[src/rtl/vmw_pkg.sv]
package vmw_pkg;

    localparam int LO_ADDR_W = 15;
    localparam int HI_ADDR_W = 16;
    localparam int LO_DATA_W = 24;
    localparam int UP_DATA_W = 16;
    localparam int CFG_W     = 24;
    localparam int BUS_DATA_W = 32;

    localparam logic [1:0] SEL_CTRL   = 2'd0;
    localparam logic [1:0] SEL_HIADDR = 2'd1;
    localparam logic [1:0] SEL_UPDATA = 2'd2;

    typedef enum logic [2:0] {
        S_IDLE,
        S_REQ,
        S_OWN,
        S_SETUP,
        S_STROBE,
        S_RECOVER,
        S_BLT_IDLE
    } seq_state_t;

    typedef struct packed {
        logic [7:0] vector;
        logic       lword_lvl;
        logic       write_lvl;
        logic [5:0] am;
    } ctrl_t;

endpackage

[src/rtl/vmw_sync.sv]
module vmw_sync #(
    parameter int   STAGES  = 2,
    parameter int   WIDTH   = 1,
    parameter logic RST_VAL = 1'b1
) (
    input  logic             clk,
    input  logic             rst_n,
    input  logic [WIDTH-1:0] d,
    output logic [WIDTH-1:0] q
);

    logic [WIDTH-1:0] pipe [STAGES];

    generate
        for (genvar g = 0; g < STAGES; g++) begin : g_stage
            if (g == 0) begin : g_first
                always_ff @(posedge clk or negedge rst_n) begin
                    if (!rst_n) pipe[g] <= {WIDTH{RST_VAL}};
                    else        pipe[g] <= d;
                end
            end else begin : g_next
                always_ff @(posedge clk or negedge rst_n) begin
                    if (!rst_n) pipe[g] <= {WIDTH{RST_VAL}};
                    else        pipe[g] <= pipe[g-1];
                end
            end
        end
    endgenerate

    assign q = pipe[STAGES-1];

endmodule

[src/rtl/vmw_regs.sv]
module vmw_regs
    import vmw_pkg::*;
(
    input  logic                 clk,
    input  logic                 rst_n,
    input  logic                 cfg_we,
    input  logic [1:0]           cfg_sel,
    input  logic [CFG_W-1:0]     cfg_wdata,
    output ctrl_t                ctrl,
    output logic [HI_ADDR_W-1:0] hi_addr,
    output logic [UP_DATA_W-1:0] up_data
);

    always_ff @(posedge clk or negedge rst_n) begin
        if (!rst_n) begin
            ctrl    <= '0;
            hi_addr <= '0;
            up_data <= '0;
        end else if (cfg_we) begin
            unique case (cfg_sel)
                SEL_CTRL: begin
                    ctrl.am        <= cfg_wdata[5:0];
                    ctrl.write_lvl <= cfg_wdata[6];
                    ctrl.lword_lvl <= cfg_wdata[7];
                    ctrl.vector    <= cfg_wdata[23:16];
                end
                SEL_HIADDR: hi_addr <= cfg_wdata[HI_ADDR_W-1:0];
                SEL_UPDATA: up_data <= cfg_wdata[UP_DATA_W-1:0];
                default: ;
            endcase
        end
    end

endmodule

[src/rtl/vmw_arb.sv]
module vmw_arb #(
    parameter  int LEVELS = 4,
    localparam int LVL_W  = $clog2(LEVELS)
) (
    input  logic [LVL_W-1:0]  br_level,
    input  logic              req,
    input  logic [LEVELS-1:0] bg_in_n,
    output logic [LEVELS-1:0] br_n,
    output logic [LEVELS-1:0] bg_out_n,
    output logic              bg_sel_n
);

    generate
        for (genvar i = 0; i < LEVELS; i++) begin : g_lane
            logic mine;
            assign mine        = req && (br_level == LVL_W'(i));
            assign br_n[i]     = ~mine;
            assign bg_out_n[i] = bg_in_n[i] | mine;
        end
    endgenerate

    assign bg_sel_n = bg_in_n[br_level];

endmodule

[src/rtl/vmw_seq.sv]
module vmw_seq
    import vmw_pkg::*;
(
    input  logic                 clk,
    input  logic                 rst_n,
    input  logic                 go,
    input  logic [LO_ADDR_W-1:0] go_addr,
    input  logic [LO_DATA_W-1:0] go_data,
    input  logic                 wide,
    input  logic                 blt_en,
    input  logic                 hold_n,
    input  logic                 granted,
    input  logic                 acked,
    output logic                 req,
    output logic                 has_bus,
    output logic                 done,
    output logic                 as_n,
    output logic [1:0]           ds_n,
    output logic                 addr_oe,
    output logic                 data_oe,
    output logic [LO_ADDR_W-1:0] lo_addr,
    output logic [LO_DATA_W-1:0] lo_data,
    output logic                 wide_q
);

    seq_state_t state, nxt;
    logic pend;
    logic blt_cont;
    logic accept;

    assign accept = go && done;

    // state register
    always_ff @(posedge clk or negedge rst_n) begin
        if (!rst_n) state <= S_IDLE;
        else        state <= nxt;
    end

    // next-state logic
    always_comb begin
        nxt = state;
        unique case (state)
            S_IDLE: begin
                if (go || !hold_n) nxt = S_REQ;
            end
            S_REQ: begin
                if (granted) nxt = pend ? S_SETUP : S_OWN;
            end
            S_OWN: begin
                if (go)          nxt = S_SETUP;
                else if (hold_n) nxt = S_IDLE;
            end
            S_SETUP: nxt = S_STROBE;
            S_STROBE: begin
                if (acked) nxt = S_RECOVER;
            end
            S_RECOVER: begin
                if (!acked) begin
                    if (blt_cont)     nxt = S_BLT_IDLE;
                    else if (!hold_n) nxt = S_OWN;
                    else              nxt = S_IDLE;
                end
            end
            S_BLT_IDLE: begin
                if (go)           nxt = S_SETUP;
                else if (!blt_en) nxt = hold_n ? S_IDLE : S_OWN;
            end
            default: nxt = S_IDLE;
        endcase
    end

    // launch capture and block tracking
    always_ff @(posedge clk or negedge rst_n) begin
        if (!rst_n) begin
            lo_addr  <= '0;
            lo_data  <= '0;
            wide_q   <= 1'b0;
            pend     <= 1'b0;
            blt_cont <= 1'b0;
        end else begin
            if (accept) begin
                lo_addr <= go_addr;
                lo_data <= go_data;
                wide_q  <= wide;
            end
            if (state == S_IDLE)     pend <= go;
            else if (state != S_REQ) pend <= 1'b0;
            if (state == S_STROBE && acked)
                blt_cont <= blt_en;
            else if (state == S_BLT_IDLE && !go && !blt_en)
                blt_cont <= 1'b0;
        end
    end

    // outputs
    always_comb begin
        req     = (state != S_IDLE);
        done    = (state == S_IDLE) || (state == S_OWN) || (state == S_BLT_IDLE);
        has_bus = (state == S_OWN) || (state == S_SETUP) || (state == S_STROBE) ||
                  (state == S_RECOVER) || (state == S_BLT_IDLE);
        data_oe = (state == S_SETUP) || (state == S_STROBE);
        addr_oe = data_oe && !blt_cont;
        as_n    = !((state == S_STROBE) ||
                    (blt_cont && ((state == S_SETUP) || (state == S_RECOVER) ||
                                  (state == S_BLT_IDLE))));
        ds_n    = (state == S_STROBE) ? 2'b00 : 2'b11;
    end

endmodule

[src/rtl/vme_master_writer.sv]
module vme_master_writer
    import vmw_pkg::*;
#(
    parameter  int LEVELS      = 4,
    parameter  int SYNC_STAGES = 2,
    localparam int LVL_W       = $clog2(LEVELS)
) (
    input  logic                  clk,
    input  logic                  rst_n,
    input  logic                  cfg_we,
    input  logic [1:0]            cfg_sel,
    input  logic [CFG_W-1:0]      cfg_wdata,
    input  logic                  go,
    input  logic [LO_ADDR_W-1:0]  go_addr,
    input  logic [LO_DATA_W-1:0]  go_data,
    input  logic                  wide,
    input  logic                  blt_en,
    input  logic                  hold_n,
    input  logic [LVL_W-1:0]      br_level,
    output logic                  has_bus,
    output logic                  done,
    output logic [7:0]            irq_vector,
    output logic [LEVELS-1:0]     vme_br_n,
    input  logic [LEVELS-1:0]     vme_bg_in_n,
    output logic [LEVELS-1:0]     vme_bg_out_n,
    output logic                  vme_as_n,
    output logic [1:0]            vme_ds_n,
    input  logic                  vme_dtack_n,
    output logic [31:1]           vme_addr,
    output logic [5:0]            vme_am,
    output logic                  vme_write_n,
    output logic                  vme_lword_n,
    output logic                  vme_addr_oe,
    output logic [BUS_DATA_W-1:0] vme_data,
    output logic                  vme_data_oe_lo,
    output logic                  vme_data_oe_hi
);

    localparam int PAD_W = BUS_DATA_W - LO_DATA_W;

    ctrl_t                ctrl;
    logic [HI_ADDR_W-1:0] hi_addr;
    logic [UP_DATA_W-1:0] up_data;
    logic [LO_ADDR_W-1:0] lo_addr;
    logic [LO_DATA_W-1:0] lo_data;
    logic                 wide_q;
    logic                 req;
    logic                 data_oe;
    logic                 bg_sel_n;
    logic                 bg_sync_n;
    logic                 dtack_sync_n;

    vmw_regs u_regs (
        .clk       (clk),
        .rst_n     (rst_n),
        .cfg_we    (cfg_we),
        .cfg_sel   (cfg_sel),
        .cfg_wdata (cfg_wdata),
        .ctrl      (ctrl),
        .hi_addr   (hi_addr),
        .up_data   (up_data)
    );

    vmw_arb #(.LEVELS(LEVELS)) u_arb (
        .br_level (br_level),
        .req      (req),
        .bg_in_n  (vme_bg_in_n),
        .br_n     (vme_br_n),
        .bg_out_n (vme_bg_out_n),
        .bg_sel_n (bg_sel_n)
    );

    vmw_sync #(.STAGES(SYNC_STAGES), .WIDTH(1), .RST_VAL(1'b1)) u_bg_sync (
        .clk   (clk),
        .rst_n (rst_n),
        .d     (bg_sel_n),
        .q     (bg_sync_n)
    );

    vmw_sync #(.STAGES(SYNC_STAGES), .WIDTH(1), .RST_VAL(1'b1)) u_ack_sync (
        .clk   (clk),
        .rst_n (rst_n),
        .d     (vme_dtack_n),
        .q     (dtack_sync_n)
    );

    vmw_seq u_seq (
        .clk     (clk),
        .rst_n   (rst_n),
        .go      (go),
        .go_addr (go_addr),
        .go_data (go_data),
        .wide    (wide),
        .blt_en  (blt_en),
        .hold_n  (hold_n),
        .granted (~bg_sync_n),
        .acked   (~dtack_sync_n),
        .req     (req),
        .has_bus (has_bus),
        .done    (done),
        .as_n    (vme_as_n),
        .ds_n    (vme_ds_n),
        .addr_oe (vme_addr_oe),
        .data_oe (data_oe),
        .lo_addr (lo_addr),
        .lo_data (lo_data),
        .wide_q  (wide_q)
    );

    assign vme_addr       = {hi_addr, lo_addr};
    assign vme_am         = ctrl.am;
    assign vme_write_n    = ctrl.write_lvl;
    assign vme_lword_n    = ctrl.lword_lvl;
    assign irq_vector     = ctrl.vector;
    assign vme_data       = wide_q ? {up_data, lo_data[UP_DATA_W-1:0]}
                                   : {{PAD_W{1'b1}}, lo_data};
    assign vme_data_oe_lo = data_oe;
    assign vme_data_oe_hi = data_oe && wide_q;

endmodule

[config.mk]
export PLATFORM = sky130hd
export DESIGN_NAME = vme_master_writer
export DESIGN_NICKNAME = d
export VERILOG_FILES = /design/src/rtl/vmw_pkg.sv /design/src/rtl/vmw_sync.sv /design/src/rtl/vmw_regs.sv /design/src/rtl/vmw_arb.sv /design/src/rtl/vmw_seq.sv /design/src/rtl/vme_master_writer.sv
export SDC_FILE = /design/constraint.sdc
export NUM_CORES = 1
export LEC_CHECK = 0
export BUFFER_PORTS_ARGS = -buffer_cell sky130_fd_sc_hd__buf_2
export CORE_ASPECT_RATIO = 0.6
export CORE_MARGIN = 2
export CORE_UTILIZATION = 40
export CTS_CLUSTER_DIAMETER = 200
export CTS_CLUSTER_SIZE = 24
export DETAILED_ROUTE_END_ITERATION = 10
export PLACE_DENSITY = 0.68
export SLEW_MARGIN = 20
export SYNTH_ARGS = -nofsm -noshare
export SYNTH_HDL_FRONTEND = slang
export SYNTH_SLANG_ARGS = --single-unit
[constraint.sdc]
create_clock -name clk -period 2.7 [get_ports clk]
set_input_delay 0.405 -clock clk [delete_from_list [all_inputs] [get_ports clk]]
set_output_delay 0.405 -clock clk [all_outputs]
set_load 0.005 [all_outputs]
==> out/summary.txt, run 1 <==
Status: finished, final reports clean
CP Data Required Time: 2300 ps
Final core utilization: 53.56%
Worst reg2reg startpoint: u_seq.state[2]
F_max: 446.4 MHz
Largest net degree at the start of global routing: 53
Critical path capture point type: primary output
Share of cells above drive strength 1: 64.98%
Maximum root-to-sink buffer count: 2
Max IR drop VDD: 0.4176 mV
Die area: 11400 um^2
Post-synthesis xor/xnor area fraction: 0%
Hold buffer count at CTS: 0
DR vias/cell: 4.771
Clk sinks: 97
Clk_lat worst skew: 330 ps
Row cnt: 28
Worst relative slew slack: 44.69%
Simple-gate share of the synthesized area: 7.749%
WHS: 75.70 ps
Crit Path Max Fanout: 20
Setup TNS: 0 ps
RSZ-0062 raised after global routing: false
WP data arrival: 1840 ps
Skew final: 6.323 ps
Syn Std Cell Area: 4214 um^2
Routed len/inst: 15.30 um
Area contributors post-synth: dfrtp_1 55%, mux2_2 25%, buf_4 3.2%, dfstp_2 2.5%, nand2b_1 2.4%
CTS tree: yes
# Post-CTS Setup Buffers: 0
Synth Net Count: 372
Maxcap violations: 0
CP Launch Point: u_seq.state[2]
Vias: 2810
Crit path capture: vme_bg_out_n[1]
Post-Synthesis Cells: 293
Post-route DRC: 0
Hold WC Path Type: input pin to asynchronous set/reset pin
Post-DP Area: 5056 um^2
Synth Area in Compound Gates: 2.049%
Grt ovf: 0
Global-route wire length before repair: 14270 um
Largest family of logic cells by synthesized area: multiplexers
Starting Density: 41.91%
Synth top cells by count: 93 x dfrtp_1, 93 x mux2_2, 18 x buf_4
Synth cell types: 35
Final instance area: 5385 um^2
Routability cong.: 0.7863
I/O pins: 174
Routed Antenna Nets: 0
Synth async-reset ratio: 100.0%
Syn avg cell area: 14.38 um^2
Clk slew on worst S/H paths: 60 ps
Resized Gates After CTS: 0
R2r worst-path depth: 4
First-pass DRT Iterations: 4
Worst Tran Pin Value: 828.7 ps
Final-stage net count: 529
Sequential element share of the synthesized area: 57.72%
Max Slew Vio Count: 0
CTS buffer count: 9
Die Width: 136.5 um
Setup slack, reg-to-reg: 830 ps
Leak Pwr: 2.559 nW
Crit path kind: register to primary output
Synth area leader: dfrtp_1
Drt total wl: 9009 um
Die height: 83.51 um
H-tree depth: 3
Final Cycle Share: 82.96%
Final min period: 2240 ps
Critical path startpoint category: register
Critical R2R Capture: u_seq.lo_data[8]
Main synth FF type: dfrtp_1
Port Buffers: 173
Ys Warns: 0
Synth Area in Adders: 0%
Number of global-route vias before repair: 2858
EDFF count, synth: 0
Multiplexer area fraction after synthesis: 26.45%
Total global-route track usage: 16.10%
Final hold violations: 0
Initial antenna violation count: 1
Top-area cell type share of the netlist area: 55.23%
1st-iter DRT viols: 48
Final HPWL DP: 6712 um
Root Buffer: clkbuf_16
Layout area overhead: 27.79%
Setup-failing EPs final: 0
P per Cell Area: 999.1 nW/um^2
Diodes inserted: 0
Core area: 10050 um^2
Yosys reg bits: 97
[how the worst min path moves through the flow]
stage	endpoint	start
final	u_regs.ctrl[14]	rst_n
after global routing	u_regs.ctrl[14]	rst_n
after CTS	u_seq.lo_data[8]	rst_n
after detailed placement	u_ack_sync.q	u_ack_sync.pipe[1]
after global placement	u_ack_sync.q	u_ack_sync.pipe[1]
after floorplan	u_regs.ctrl[0]	rst_n
[cells in the final DEF (no fill, tap or decap), drive strengths merged, types with 4 or more instances in the layout]
master,n
nand2b,16
dfstp,4
o21ai,5
nand2,8
mux2,97
dfrtp,93
nor2b,5
nand3b,4
buf,176
clkbuf,11
nor2,4
nand3,4
[critical path, cell delays in order (launching register included)]
cell and delay [ps]:
dfrtp_1 660, nor3_1 160, or3b_2 490, nand2b_1 80, buf_2 110
[area by class of cell]
type / count / area, um^2
fillers: 854 / 4669
flip-flops and latches: 97 / 2432
multi-input cells: 163 / 1528
repair buffers: 176 / 915.9
clock buffers: 11 / 252.7
well taps: 135 / 168.9
clock inverters: 4 / 76.32
inverters: 3 / 11.26
[registers in the layout, indices dropped and copies added (netlist names), 3 cells and up]
name and flops:
u_regs.up_data 16, u_seq.lo_addr 15, u_regs.ctrl 16, u_regs.hi_addr 16
u_seq.state 3, u_seq.lo_data 24
[report_power, final]
group / internal, W / total (W) / leakage (nW) / switching, W
sequential: 0.00194 / 0.00228 / 1.14 / 0.000335
combinational: 0.00102 / 0.00173 / 1.26 / 0.000702
clock: 0.000858 / 0.00138 / 0.158 / 0.000520
total: 0.00382 / 0.00538 / 2.56 / 0.00156
[logic make-up after synthesis]
group / after synthesis
buf+inv: 33
flops: 97
mux: 98
compound gates: 14
simple gates: 51
[through the flow]
stage	total power, W	std cells	worst slack, ps
global route	0.005757	589	362.1
detailed placement	0.004061	574	829.6
global placement	0.003994	574	874.7
floorplan	0.003434	293	1217
finish	0.005380	589	460.0
CTS	0.005470	589	452.6
[metal layers]
layer / track usage (%) / share of wire [%] / vias to the layer above
met1: 21.97 / 46 / 1360
met2: 23.64 / 44 / 121
met3: 7.043 / 9.5 / 7
li1: - / - / 1322
met5: 0 / 0 / -
met4: 3.693 / 1.0 / 0
Note: power is estimated with default switching activity, not from simulation.
==> run 2: changes to the inputs <==
- clock period: 2.7 -> 2.3 ns (I/O delays scaled with it)
==> out/summary.txt, run 2 (synthesized netlist as in run 1, its figures left out) <==
Worst Tran Pin Value: 581.8 ps (-246.9 ps)
Final HPWL DP: 6902 um (+2.8%)
Largest net degree at the start of global routing: 54 (+1.9%)
Post-DP Area: 5094 um^2 (+0.74%)
I/O pins: 174 (unchanged)
Routed len/inst: 15.40 um (+0.67%)
First-pass DRT Iterations: 4 (unchanged)
F_max: 483.9 MHz
Critical R2R Capture: u_seq.lo_addr[13]
CTS tree: yes
CP Launch Point: u_seq.state[2]
Worst relative slew slack: 61.21% (+17 points)
Status: finished, final reports clean
Critical path capture point type: primary output
Final Cycle Share: 89.85%
Vias: 2808 (-0.071%)
Clk_lat worst skew: 330 ps (about the same)
P per Cell Area: 1172 nW/um^2 (+17%)
Most frequent cells in the layout: 172 x buf_2, 93 x mux2_2, 93 x dfrtp_1
# Post-CTS Setup Buffers: 0 (unchanged)
Diodes inserted: 0 (unchanged)
Setup-failing EPs final: 0 (unchanged)
Commonest non-fill, non-tap cell in the layout: buf_2
1st-iter DRT viols: 42 (-13%)
Seq. cell area: 2432 um^2 (unchanged)
Row cnt: 28 (unchanged)
Starting Density: 41.91% (unchanged)
Die Width: 136.5 um (unchanged)
Crit path kind: register to primary output
Die area: 11400 um^2 (unchanged)
Fillers: 898 (+5.2%)
Die height: 83.51 um (unchanged)
Final min period: 2067 ps
WP data arrival: 1720 ps (-120 ps)
Root Buffer: clkbuf_16
Hold buffer count at CTS: 0 (unchanged)
H-tree depth: 3 (unchanged)
CTS buffer count: 9 (unchanged)
CP Data Required Time: 1960 ps (-340 ps)
Final-stage net count: 534 (+0.95%)
Worst reg2reg startpoint: u_seq.state[1]
Critical path startpoint category: register
Maxcap violations: 0 (unchanged)
Max reg flops: 24 (unchanged)
Setup TNS: 0 ps (unchanged)
Crit Path Max Fanout: 15 (-25%)
Port Buffers: 173 (unchanged)
Multi-input logic area: 1528 um^2 (unchanged)
Routability cong.: 0.8726 (+11%)
Clk slew on worst S/H paths: 60 ps (about the same)
Global-route wire length before repair: 14500 um (+1.6%)
Largest Register: u_seq.lo_data
Maximum root-to-sink buffer count: 2 (unchanged)
Resized Gates After CTS: 0 (unchanged)
R2r worst-path depth: 4 (unchanged)
Routed Antenna Nets: 0 (unchanged)
Final hold violations: 0 (unchanged)
Final instance area: 5415 um^2 (+0.56%)
Hold WC Path Type: input pin to asynchronous set/reset pin
Drt total wl: 9162 um (+1.7%)
Layout area overhead: 28.50%
Setup slack, reg-to-reg: 500 ps (-330 ps)
Leak Pwr: 2.585 nW (+1.1%)
Max Slew Vio Count: 0 (unchanged)
Number of global-route vias before repair: 2910 (+1.8%)
Max IR drop VDD: 0.5441 mV (+30%)
Clk sinks: 97 (unchanged)
Initial antenna violation count: 0 (-1)
DR vias/cell: 4.719 (-1.1%)
Grt ovf: 0 (unchanged)
Crit path capture: vme_bg_out_n[1]
Total global-route track usage: 16.37% (+0.28 points)
Skew final: 7.349 ps (+1.026 ps)
Core area: 10050 um^2 (unchanged)
Share of cells above drive strength 1: 65.22% (+0.24 points)
RSZ-0062 raised after global routing: false
Post-route DRC: 0 (unchanged)
## run 2: changes by cell type in the layout (fill, tap and decap cells not counted)
cell and change:
clkbuf_1 +1, clkinv_2 +2, clkinvlp_4 -1, clkbuf_8 -1
buf_4 +5
## run 2: worst max-delay path: stages (launching register included)
cell      delay (ps)
dfrtp_1          420
buf_4            220
nor3_1            90
or3b_2           470
nand2b_1          80
buf_2            100
## run 2: worst min-delay path by stage
stage	startpoint	end	slack [ps]	depth (start not counted)
after global routing	rst_n	u_regs.ctrl[14]	50	1
after floorplan	rst_n	u_regs.ctrl[0]	50	0
after detailed placement	u_bg_sync.pipe[1]	u_bg_sync.q	350	0
final	rst_n	u_regs.ctrl[14]	8	1
after global placement	u_ack_sync.pipe[1]	u_ack_sync.q	350	0
after CTS	rst_n	u_regs.ctrl[10]	20	1
## run 2: cell type report
class | count | area share (%)
repair buffers | 181 | 17.61
inverters | 3 | 0.2079
well taps | 135 | 3.119
flip-flops and latches | 97 | 44.92
clock inverters | 5 | 1.456
clock buffers | 11 | 4.482
multi-input cells | 163 | 28.21
## run 2: per-stage QoR
stage | hold WS, ps | power, W | setup WS (ps) | std cells | utilization (%)
detailed placement | 346.9 | 0.004822 | 502.1 | 579 | 50.66
global placement | 346.1 | 0.004740 | 588.3 | 579 | 50.66
finish | 7.785 | 0.006349 | 233.3 | 595 | 53.86
global route | 46.88 | 0.006800 | 102.6 | 595 | 53.86
floorplan | 49.41 | 0.004031 | 877.1 | 293 | -
CTS | 21.04 | 0.006448 | 218.0 | 595 | 53.86
## run 2: layer usage
metal	track usage, %	wire (um)
met1	20.94	4097
met2	25.59	4108
met3	6.922	829
met4	4.261	127
met5	0	0
## run 2: power by group
group	internal [W]	switching [W]
registers	0.00228	0.000329
logic	0.00124	0.000910
clock network	0.000981	0.000608
total	0.00450	0.00185
